**config.mk**
```make
export PLATFORM = sky130hd
export DESIGN_NAME = vseq_ctrl
export DESIGN_NICKNAME = d
export VERILOG_FILES = /design/src/rtl/vseq_pkg.sv /design/src/rtl/vseq_loop_cnt.sv /design/src/rtl/vseq_rpt_sel.sv /design/src/rtl/vseq_ctrl.sv
export SDC_FILE = /design/constraint.sdc
export NUM_CORES = 1
export LEC_CHECK = 0
export CAP_MARGIN = 25
export CORE_MARGIN = 2
export CORE_UTILIZATION = 65
export CTS_BUF_LIST = sky130_fd_sc_hd__clkbuf_4
export CTS_CLUSTER_SIZE = 24
export DETAILED_ROUTE_END_ITERATION = 6
export DONT_BUFFER_PORTS = 1
export HOLD_SLACK_MARGIN = 0.15
export PLACE_DENSITY = 0.9
export SETUP_SLACK_MARGIN = 0.1
export SLEW_MARGIN = 30
export SYNTH_ARGS = -nofsm -noshare
export SYNTH_HDL_FRONTEND = slang
export SYNTH_SLANG_ARGS = --single-unit
export TNS_END_PERCENT = 30
```
**constraint.sdc**
```tcl
create_clock -name clk -period 4.2 [get_ports clk]
set_input_delay 0.21 -clock clk [delete_from_list [all_inputs] [get_ports clk]]
set_output_delay 0.21 -clock clk [all_outputs]
set_load 0.05 [all_outputs]
```
**src/rtl/vseq_pkg.sv**
```systemverilog
package vseq_pkg;

    typedef enum logic [2:0] {
        SQ_IDLE   = 3'd0,
        SQ_INIT   = 3'd1,
        SQ_LAUNCH = 3'd2,
        SQ_WAIT   = 3'd3,
        SQ_FIN    = 3'd4
    } vseq_state_e;

    typedef struct packed {
        logic launch;
        logic cmp_init;
        logic done;
    } vseq_pulse_t;

    // Decision taken when a vector completes
    typedef enum logic [1:0] {
        ST_REPEAT = 2'd0,
        ST_NEXT   = 2'd1,
        ST_LOOP   = 2'd2,
        ST_EXIT   = 2'd3
    } vseq_step_e;

    function automatic vseq_step_e pick_step(input logic rep_last,
                                             input logic vec_last,
                                             input logic seq_last,
                                             input logic cmp);
        if (!rep_last)          return ST_REPEAT;
        if (!vec_last)          return ST_NEXT;
        if (cmp || seq_last)    return ST_EXIT;
        return ST_LOOP;
    endfunction

endpackage

```
**src/rtl/vseq_loop_cnt.sv**
```systemverilog
module vseq_loop_cnt #(
    parameter int W = 4
) (
    input  logic         clk,
    input  logic         rst,
    input  logic         clr,
    input  logic         step,
    input  logic [W-1:0] limit,
    output logic         last
);
    logic [W-1:0] cnt;
    logic [W:0]   runs;
    logic [W:0]   lim_eff;

    always_ff @(posedge clk) begin
        if (rst || clr)
            cnt <= '0;
        else if (step)
            cnt <= cnt + 1'b1;
    end

    always_comb begin
        runs    = {1'b0, cnt} + 1'b1;
        lim_eff = (limit == '0) ? {{W{1'b0}}, 1'b1} : {1'b0, limit};
        last    = (runs >= lim_eff);
    end
endmodule

```
**src/rtl/vseq_rpt_sel.sv**
```systemverilog
module vseq_rpt_sel #(
    parameter int N     = 8,
    parameter int W     = 4,
    parameter int IDX_W = 3
) (
    input  logic [N*W-1:0]   rpt_bus,
    input  logic [IDX_W-1:0] idx,
    output logic [W-1:0]     sel
);
    logic [W-1:0] fields [N];

    for (genvar g = 0; g < N; g++) begin : g_unpack
        assign fields[g] = rpt_bus[g*W +: W];
    end

    always_comb begin
        sel = '0;
        for (int i = 0; i < N; i++)
            if (idx == IDX_W'(i))
                sel = fields[i];
    end
endmodule

```
**src/rtl/vseq_ctrl.sv**
```systemverilog
module vseq_ctrl
    import vseq_pkg::*;
#(
    parameter int MAX_VEC = 8,
    parameter int RPT_W   = 4,
    parameter int SEQ_W   = 4,
    localparam int IDX_W  = $clog2(MAX_VEC),
    localparam int CNT_W  = IDX_W + 1
) (
    input  logic                     clk,
    input  logic                     rst,
    input  logic                     start,
    input  logic [CNT_W-1:0]         vec_cnt,
    input  logic [MAX_VEC*RPT_W-1:0] vec_rpt,
    input  logic [SEQ_W-1:0]         seq_rpt,
    input  logic                     vec_done,
    input  logic                     cmp_ok,
    output logic [IDX_W-1:0]         vec_idx,
    output logic                     launch,
    output logic                     cmp_init,
    output logic                     done,
    output logic                     pass
);
    vseq_state_e       state;
    vseq_pulse_t       pulses;
    vseq_step_e        step_kind;
    logic [IDX_W-1:0]  idx_q;
    logic [IDX_W-1:0]  last_idx;
    logic [RPT_W-1:0]  cur_rpt;
    logic              rep_last;
    logic              seq_last;
    logic              vec_fin;
    logic              rep_clr;
    logic              rep_step;
    logic              seq_step;

    // Last index of the list, zero meaning one vector, clamped to the array
    always_comb begin
        if (vec_cnt == '0)
            last_idx = '0;
        else if (vec_cnt > CNT_W'(MAX_VEC))
            last_idx = IDX_W'(MAX_VEC - 1);
        else
            last_idx = IDX_W'(vec_cnt - 1'b1);
    end

    vseq_rpt_sel #(.N(MAX_VEC), .W(RPT_W), .IDX_W(IDX_W)) u_sel (
        .rpt_bus (vec_rpt),
        .idx     (idx_q),
        .sel     (cur_rpt)
    );

    assign vec_fin   = (state == SQ_WAIT) && vec_done;
    assign step_kind = pick_step(rep_last, idx_q == last_idx, seq_last, cmp_ok);
    assign rep_clr   = (state == SQ_INIT) || (vec_fin && step_kind != ST_REPEAT);
    assign rep_step  = vec_fin && step_kind == ST_REPEAT;
    assign seq_step  = vec_fin && step_kind == ST_LOOP;

    vseq_loop_cnt #(.W(RPT_W)) u_rep (
        .clk   (clk),
        .rst   (rst),
        .clr   (rep_clr),
        .step  (rep_step),
        .limit (cur_rpt),
        .last  (rep_last)
    );

    vseq_loop_cnt #(.W(SEQ_W)) u_seq (
        .clk   (clk),
        .rst   (rst),
        .clr   (state == SQ_INIT),
        .step  (seq_step),
        .limit (seq_rpt),
        .last  (seq_last)
    );

    always_ff @(posedge clk) begin
        if (rst) begin
            state <= SQ_IDLE;
            idx_q <= '0;
            pass  <= 1'b0;
        end else begin
            unique case (state)
                SQ_IDLE: begin
                    if (start) begin
                        state <= SQ_INIT;
                        idx_q <= '0;
                        pass  <= 1'b0;
                    end
                end
                SQ_INIT:   state <= SQ_LAUNCH;
                SQ_LAUNCH: state <= SQ_WAIT;
                SQ_WAIT: begin
                    if (vec_done) begin
                        unique case (step_kind)
                            ST_REPEAT: state <= SQ_LAUNCH;
                            ST_NEXT: begin
                                idx_q <= idx_q + 1'b1;
                                state <= SQ_LAUNCH;
                            end
                            ST_LOOP: begin
                                idx_q <= '0;
                                state <= SQ_LAUNCH;
                            end
                            ST_EXIT: begin
                                pass  <= cmp_ok;
                                state <= SQ_FIN;
                            end
                        endcase
                    end
                end
                SQ_FIN:  state <= SQ_IDLE;
                default: state <= SQ_IDLE;
            endcase
        end
    end

    always_comb begin
        pulses.launch   = (state == SQ_LAUNCH);
        pulses.cmp_init = (state == SQ_INIT);
        pulses.done     = (state == SQ_FIN);
    end

    assign launch   = pulses.launch;
    assign cmp_init = pulses.cmp_init;
    assign done     = pulses.done;
    assign vec_idx  = idx_q;
endmodule

```
Yosys cells after proc, flatten, opt, wreduce, memory -nomap -nowiden --
Cells that the tools add are included.
Word-level totals: flip-flop bits (word level) 15, output and inout port bits 7, word-level logic and storage cells 88
Cells by class: $add $sub $neg 6, $lt $le $gt $ge 3, eq/ne operators 19, mux-type cells 35, reduce and logical (&&, ||, !) cells 20
Operator list (count):
- $mux 4 | 10
- $mux 3 | 6
- $pmux 3 s2 | 3
- $eq 3x3->1 const B | 5
- $eq 3x2->1 const B | 4
- $logic_not 4->1 | 3
- $mux 2 | 6
- $pmux 3 s4 | 1
- $add 4x1->5 const B | 2
- $ge 5x5->1 | 2
- $add 4x1->4 const B | 2
- $mux 1 | 8
- $reduce_and 4->1 | 2
- $eq 3x1->1 const B | 2
- $logic_not 3->1 | 2
- $eq 2x2->1 const B | 2
- $gt 4x4->1 const B | 1
- $logic_and 1x1->1 | 4
- $logic_or 1x1->1 | 4
- $ne 2x2->1 const B | 2
- $reduce_bool 2->1 | 2
- $add 3x1->3 const B | 1
- $eq 3x3->1 | 1
- $ne 3x1->1 const B | 1
- 7 further kinds | 7

Logic depth before layout (Yosys ltp) --
word-level depth 23, depth in mapped cells 19, depth with buffers taken out 17

Modules after synthesis --
A second synthesis with hierarchy kept.
Second synthesis, totals: cells, all modules 175, area, all modules 1446.4 µm²
Modules (own cells, without submodules):
- vseq_loop_cnt | instances 2, cells each 31, area each 286.5 µm²
- vseq_ctrl | instances 1, cells each 78, area each 563.0 µm²
- vseq_rpt_sel | instances 1, cells each 35, area each 310.3 µm²

Worst setup path before layout --
OpenSTA, ideal clock, no wires.
path type register to register, from register idx_q[1], in the netlist vec_idx[1], to register idx_q[0], in the netlist vec_idx[0], library setup time 0.089 ns, arrival time 3.925 ns, required time 4.111 ns, path slack 0.186 ns, cell stages (with the launch flop) 17, path buffers 0, clock period less this slack 4.014 ns, cells stage by stage dfxtp_1 -> inv_1 -> ha_1 -> and2b_1 -> a221oi_1 -> a2111oi_0 -> a221o_1 -> o21ai_1 -> a221o_1 -> a31o_1 -> ha_1 -> nand2b_1 -> a211oi_1 -> o21ai_1 -> nor3b_4 -> or3_4 -> o31ai_1
On the way: cells in the longest elaborated chain, start to end 17, elaborated cells on any way between the ends 34, those cells by class order compare (1); eq/ne (11); mux (19); reduce/logical (3)
Ends and longest elaborated chain:
- start: declaration | line vseq_ctrl.sv:27 | logic [IDX_W-1:0] idx_q;
- start signal: assignment | line vseq_ctrl.sv:98 | idx_q <= idx_q + 1'b1;
- $logic_not 3->1 | line vseq_rpt_sel.sv:19 | if (idx == IDX_W'(i))
- $mux 4 (8 in a row) | line vseq_rpt_sel.sv:19
- $logic_not 4->1 | line vseq_loop_cnt.sv:24 | lim_eff = (limit == '0) ? {{W{1'b0}}, 1'b1} : {1'b0, limit};
- $mux 4 | line vseq_loop_cnt.sv:24
- $ge 5x5->1 | line vseq_loop_cnt.sv:25 | last = (runs >= lim_eff);
- $mux 2 * | line vseq_pkg.sv:30 | if (!vec_last) return ST_NEXT;
- $eq 2x2->1 / $eq 2x1->1 (equally long branches) | line vseq_ctrl.sv:95 | unique case (step_kind)
- $pmux 3 s2 | line vseq_ctrl.sv:95
- $mux 3 | line vseq_ctrl.sv:94 | if (vec_done) begin
- $pmux 3 s2 | line vseq_ctrl.sv:83 | unique case (state)
Mark *: on every way between the ends. The rest lies on a longest branch, timed or not. The select of a mux whose other input is x is not followed. A chain may end at the register's enable or synchronous reset.

Final worst setup path --
from register idx_q[1], in the netlist vec_idx[1], to register idx_q[1], in the netlist vec_idx[1]
On the way: cells in the longest elaborated chain, start to end 17, elaborated cells on any way between the ends 35, those cells by class add/sub (1); order compare (1); eq/ne (11); mux (19); reduce/logical (3)
Ends and longest elaborated chain (line):
- $logic_not 3->1 | vseq_rpt_sel.sv:19
- $mux 4 (8 in a row) | vseq_rpt_sel.sv:19
- $logic_not 4->1 | vseq_loop_cnt.sv:24
- $mux 4 | vseq_loop_cnt.sv:24
- $ge 5x5->1 | vseq_loop_cnt.sv:25
- $mux 2 | vseq_pkg.sv:30
- $eq 2x2->1 / $eq 2x1->1 (equally long branches) | vseq_ctrl.sv:95
- $pmux 3 s2 | vseq_ctrl.sv:95
- $mux 3 | vseq_ctrl.sv:94
- $pmux 3 s2 | vseq_ctrl.sv:83
Parallel ways exist; a longest one is shown, timed or not. The select of a mux whose other input is x is not followed.

==> qor.log <==
qor: floorplan.floorplan.initialDensity 0.698
qor: setup_path.slowest_library_cell_on_the_worst_path sky130_fd_sc_hd__dfxtp_1
qor: synthesis.synth_async_sr_flop_share 0
qor: worst_hold_path.hold_path.startpoint vec_done
qor: setup_path.cp.arrival 4.04 ns
qor: floorplan.vertical_extent_of_the_die 53.2 µm
qor: floorplan.core-area 2250 µm²
qor: cts.cts.clk_slew.worst_paths 0.09 ns
qor: setup_path.cp-start-kind register
qor: cts.cts_tree done
qor: timing.finalSetupTns 0 ns
qor: cts.cts_buffers 3
qor: floorplan.io-pin-count 52
qor: route.route.antenna.remaining_nets 0
qor: timing.maxSlewHeadroom 0.361
qor: cts.cts.sink_count 15
qor: route.drt_iter0_drc 26
qor: cts.cell_at_the_root_of_the_clock_tree sky130_fd_sc_hd__clkbuf_4
qor: setup_path.critical_path.max_stage_delay 0.42 ns
qor: timing.skew 0.00745 ns
qor: global_route.grt_first_pass_wirelength 5800 µm
qor: route.drc_violations_left 0
qor: synthesis.synth_cells 208
qor: cts.worstSkewPairLatency 0.30 ns
qor: layout.number_of_nets_at_the_end_of_the_flow 273
qor: timing.finalHoldViolations 0
qor: place.placed_cells 233
qor: route.drt-vias-per-instance 6.43
qor: floorplan.row_count 17
qor: timing.period_share 0.911
qor: layout.instances_no_fill 238
qor: layout.filler_cell_count 181
qor: setup_path.timing.rr.start vec_idx[1]
qor: place.dp_hpwl 2910 µm
qor: global_route.grtUsageTotal 0.273
qor: timing.grt_setup_unrepaired no
qor: setup_path.reg2regPathDepth 16
qor: setup_path.worst-path-buf-inv 1
qor: route.detail_route.wirelength 3640 µm
qor: place.gp_congestion 0.835
qor: floorplan.chipWidth 53.2 µm
qor: setup_path.critical_path_depth 16
qor: worst_hold_path.whs_path_depth 3
qor: timing.slew_viol_final 0
qor: synthesis.synth.avg_cell_area 7.57 µm²
qor: floorplan.die_area 2830 µm²
qor: setup_path.critPathMaxFanout 6
qor: synthesis.yosysSeqAreaShare 0.191
qor: setup_path.critical_path_required 4.41 ns
qor: layout.antenna-diode-count 0
qor: cts.clk_path_buf_depth 2
qor: layout.drive_above_1_share 0.119
qor: global_route.number_of_antenna_violations_at_the_first_check_in_global_routing 0
qor: setup_path.critical_path.cell_chain inv_1, ha_1, and2b_1, a221oi_1, a2111oi_2, a221o_1, o21ai_1, a221o_1, a31o_1, ha_1, nand2b_1, a211oi_1, o21ai_1, nor3b_4, or3_4, o31ai_1
qor: synthesis.synth_warnings 0
qor: timing.crit_path_time_final 3.83 ns
qor: layout.areaGrowthSynthToFinish 6.84%
qor: route.dr.pass1.iters 5
qor: synthesis.syn-num-nets 270
qor: setup_path.worstSetupStartpoint vec_idx[1]
qor: synthesis.syn_area 1570 µm²
qor: setup_path.endpoint_kind register
qor: route.vias 1530
qor: place.placement.io_buffers 0
qor: cts.count_of_h_tree_levels_built_during_cts 1
qor: cts.buffers_inserted_during_post_cts_setup_optimization 0
qor: setup_path.crit_type reg -> reg
qor: flow_run.cap_violations 0
qor: power.power.density 185 nW/µm²
qor: outcome.run_status completed
qor: power.power.leakage 0.683 nW
qor: synthesis.yosys_register_bits 15
qor: worst_hold_path.hold_path_class in -> reg
qor: global_route.gr-total-overflow 0
qor: route.route.detailed.wl_per_inst 15.3 µm
qor: timing.timing.final.setup_violations 0
qor: global_route.grt_pass1_vias 1407
qor: synthesis.synth-main-ff-cell sky130_fd_sc_hd__dfxtp_1
qor: synthesis.synth_enable_flop_cells 0
qor: timing.max_clock_freq 261 MHz
qor: synthesis.synth.lib_cells_used.distinct 55
qor: power.ir_drop 0.000203 V
qor: setup_path.crit_family compound AO/OA/AOI/OAI gates
qor: timing.worst_slew_pin_slew 0.954 ns
qor: global_route.grt_max_degree 17
power breakdown:
| group | internal [mW] | switching, mW | leakage [nW] |
|---|---|---|---|
| Sequential | 0.144 | 0.00413 | 0.121 |
| Clock | 0.0356 | 0.0532 | 0.0177 |
| Combinational | 0.0302 | 0.0429 | 0.544 |
| Total | 0.210 | 0.100 | 0.683 |
routing by layer:
layer | track usage | routed length (µm) | up-vias
li1 | - | - | 765
met4 | 0.0769 | 42 | 0
met5 | 0 | 0 | -
met3 | 0.0480 | 189 | 5
met2 | 0.516 | 1920 | 46
met1 | 0.305 | 1490 | 714
cell families after synthesis:
kind of cell               count (synthesis)  share of synthesized area
muxes                                      4                     0.0254
adders and majority gates                 18                      0.141
DFF                                       15                      0.191
xor gates and xnor gates                   5                     0.0278
AOI/OAI and AO/OA                         62                      0.268
and+or+nand+nor                           75                      0.277
buffers and inverters                     29                     0.0699
cells in the mapped netlist (2+ instances only):
library cell	number	share of area
sky130_fd_sc_hd__ha_1	17	0.14
sky130_fd_sc_hd__o21ai_1	2	0.0064
sky130_fd_sc_hd__inv_1	19	0.045
sky130_fd_sc_hd__nand2b_1	4	0.016
sky130_fd_sc_hd__nor3b_1	2	0.0095
sky130_fd_sc_hd__o31ai_1	4	0.019
sky130_fd_sc_hd__nand4_1	2	0.0079
sky130_fd_sc_hd__o21ai_0	10	0.032
sky130_fd_sc_hd__nor2_1	16	0.038
sky130_fd_sc_hd__a31o_1	3	0.017
sky130_fd_sc_hd__clkbuf_1	7	0.017
sky130_fd_sc_hd__nand2_1	16	0.038
sky130_fd_sc_hd__nand3b_1	6	0.029
sky130_fd_sc_hd__a21oi_1	17	0.054
sky130_fd_sc_hd__nor3_1	6	0.019
sky130_fd_sc_hd__a211oi_1	5	0.024
sky130_fd_sc_hd__a221oi_1	4	0.022
sky130_fd_sc_hd__nor2b_1	3	0.012
sky130_fd_sc_hd__a221o_1	2	0.013
sky130_fd_sc_hd__mux2i_1	4	0.025
sky130_fd_sc_hd__nand3_1	4	0.013
sky130_fd_sc_hd__a311oi_1	2	0.011
sky130_fd_sc_hd__a22oi_1	2	0.0095
sky130_fd_sc_hd__a31oi_1	3	0.012
sky130_fd_sc_hd__xor2_1	2	0.011
sky130_fd_sc_hd__xnor2_1	3	0.017
sky130_fd_sc_hd__dfxtp_1	15	0.19
repair_timing:
action / in CTS / in global routing
endpoints found under the hold margin: 12 / 0
resized for setup: 0 / 4
hold buffers: 1 / 0
endpoints found under the setup margin: 0 / 6
per-stage QoR:
stage	power [mW]	cell area [µm²]	setup WS [ns]	util	hold slack (ns)
3_3_place_gp	0.217	1630	0.477	0.723	0.283
2_1_floorplan	0.209	1570	0.186	-	0.416
4_1_cts	0.309	1670	0.250	0.739	0.167
5_1_grt	0.327	1680	0.118	0.746	0.183
3_5_place_dp	0.221	1630	0.280	0.723	0.290
6_report	0.311	1680	0.374	0.746	0.160
final cells by class:
type	count	area (µm²)	area share
repair buffers	7	55.1	0.0327
well taps	28	35.0	0.0208
clock inverters	1	5.00	0.00298
clock buffers	3	22.5	0.0134
inverters	20	75.1	0.0446
flip-flops and latches	15	300	0.179
multi-input cells	164	1190	0.707
cells in the final DEF, fill, tap and decap left out, types with 4 or more instances in the layout:
cell and instances:
sky130_fd_sc_hd__nor3_1 6, sky130_fd_sc_hd__nand3b_1 6, sky130_fd_sc_hd__dfxtp_1 15, sky130_fd_sc_hd__mux2i_1 4
sky130_fd_sc_hd__inv_1 19, sky130_fd_sc_hd__ha_1 16, sky130_fd_sc_hd__o31ai_1 4, sky130_fd_sc_hd__nor2_1 16
sky130_fd_sc_hd__o21ai_0 10, sky130_fd_sc_hd__buf_4 6, sky130_fd_sc_hd__a211oi_1 5, sky130_fd_sc_hd__nand2_1 16
sky130_fd_sc_hd__a21oi_1 17, sky130_fd_sc_hd__nand3_1 4, sky130_fd_sc_hd__a221oi_1 4, sky130_fd_sc_hd__nand2b_1 4
flip-flops by register name, summed over array words and instances (netlist names):
name	cells
u_rep.cnt	4
u_seq.cnt	4
state	3
vec_idx	3
pass	1
worst min-delay path, cell delays in order:
cell and delay, ns:
sky130_fd_sc_hd__inv_1 0.03, sky130_fd_sc_hd__a21oi_1 0.13, sky130_fd_sc_hd__nor3_1 0.05
path summary, 6_finish.rpt:
path | to | slack, ns
worst min-delay path | state[0] | 0.16
worst max register to register | vec_idx[1] | 0.37
worst max-delay path | vec_idx[1] | 0.37
worst min register to register | u_seq.cnt[1] | 0.50
Note: power is estimated with default switching activity, not from simulation.
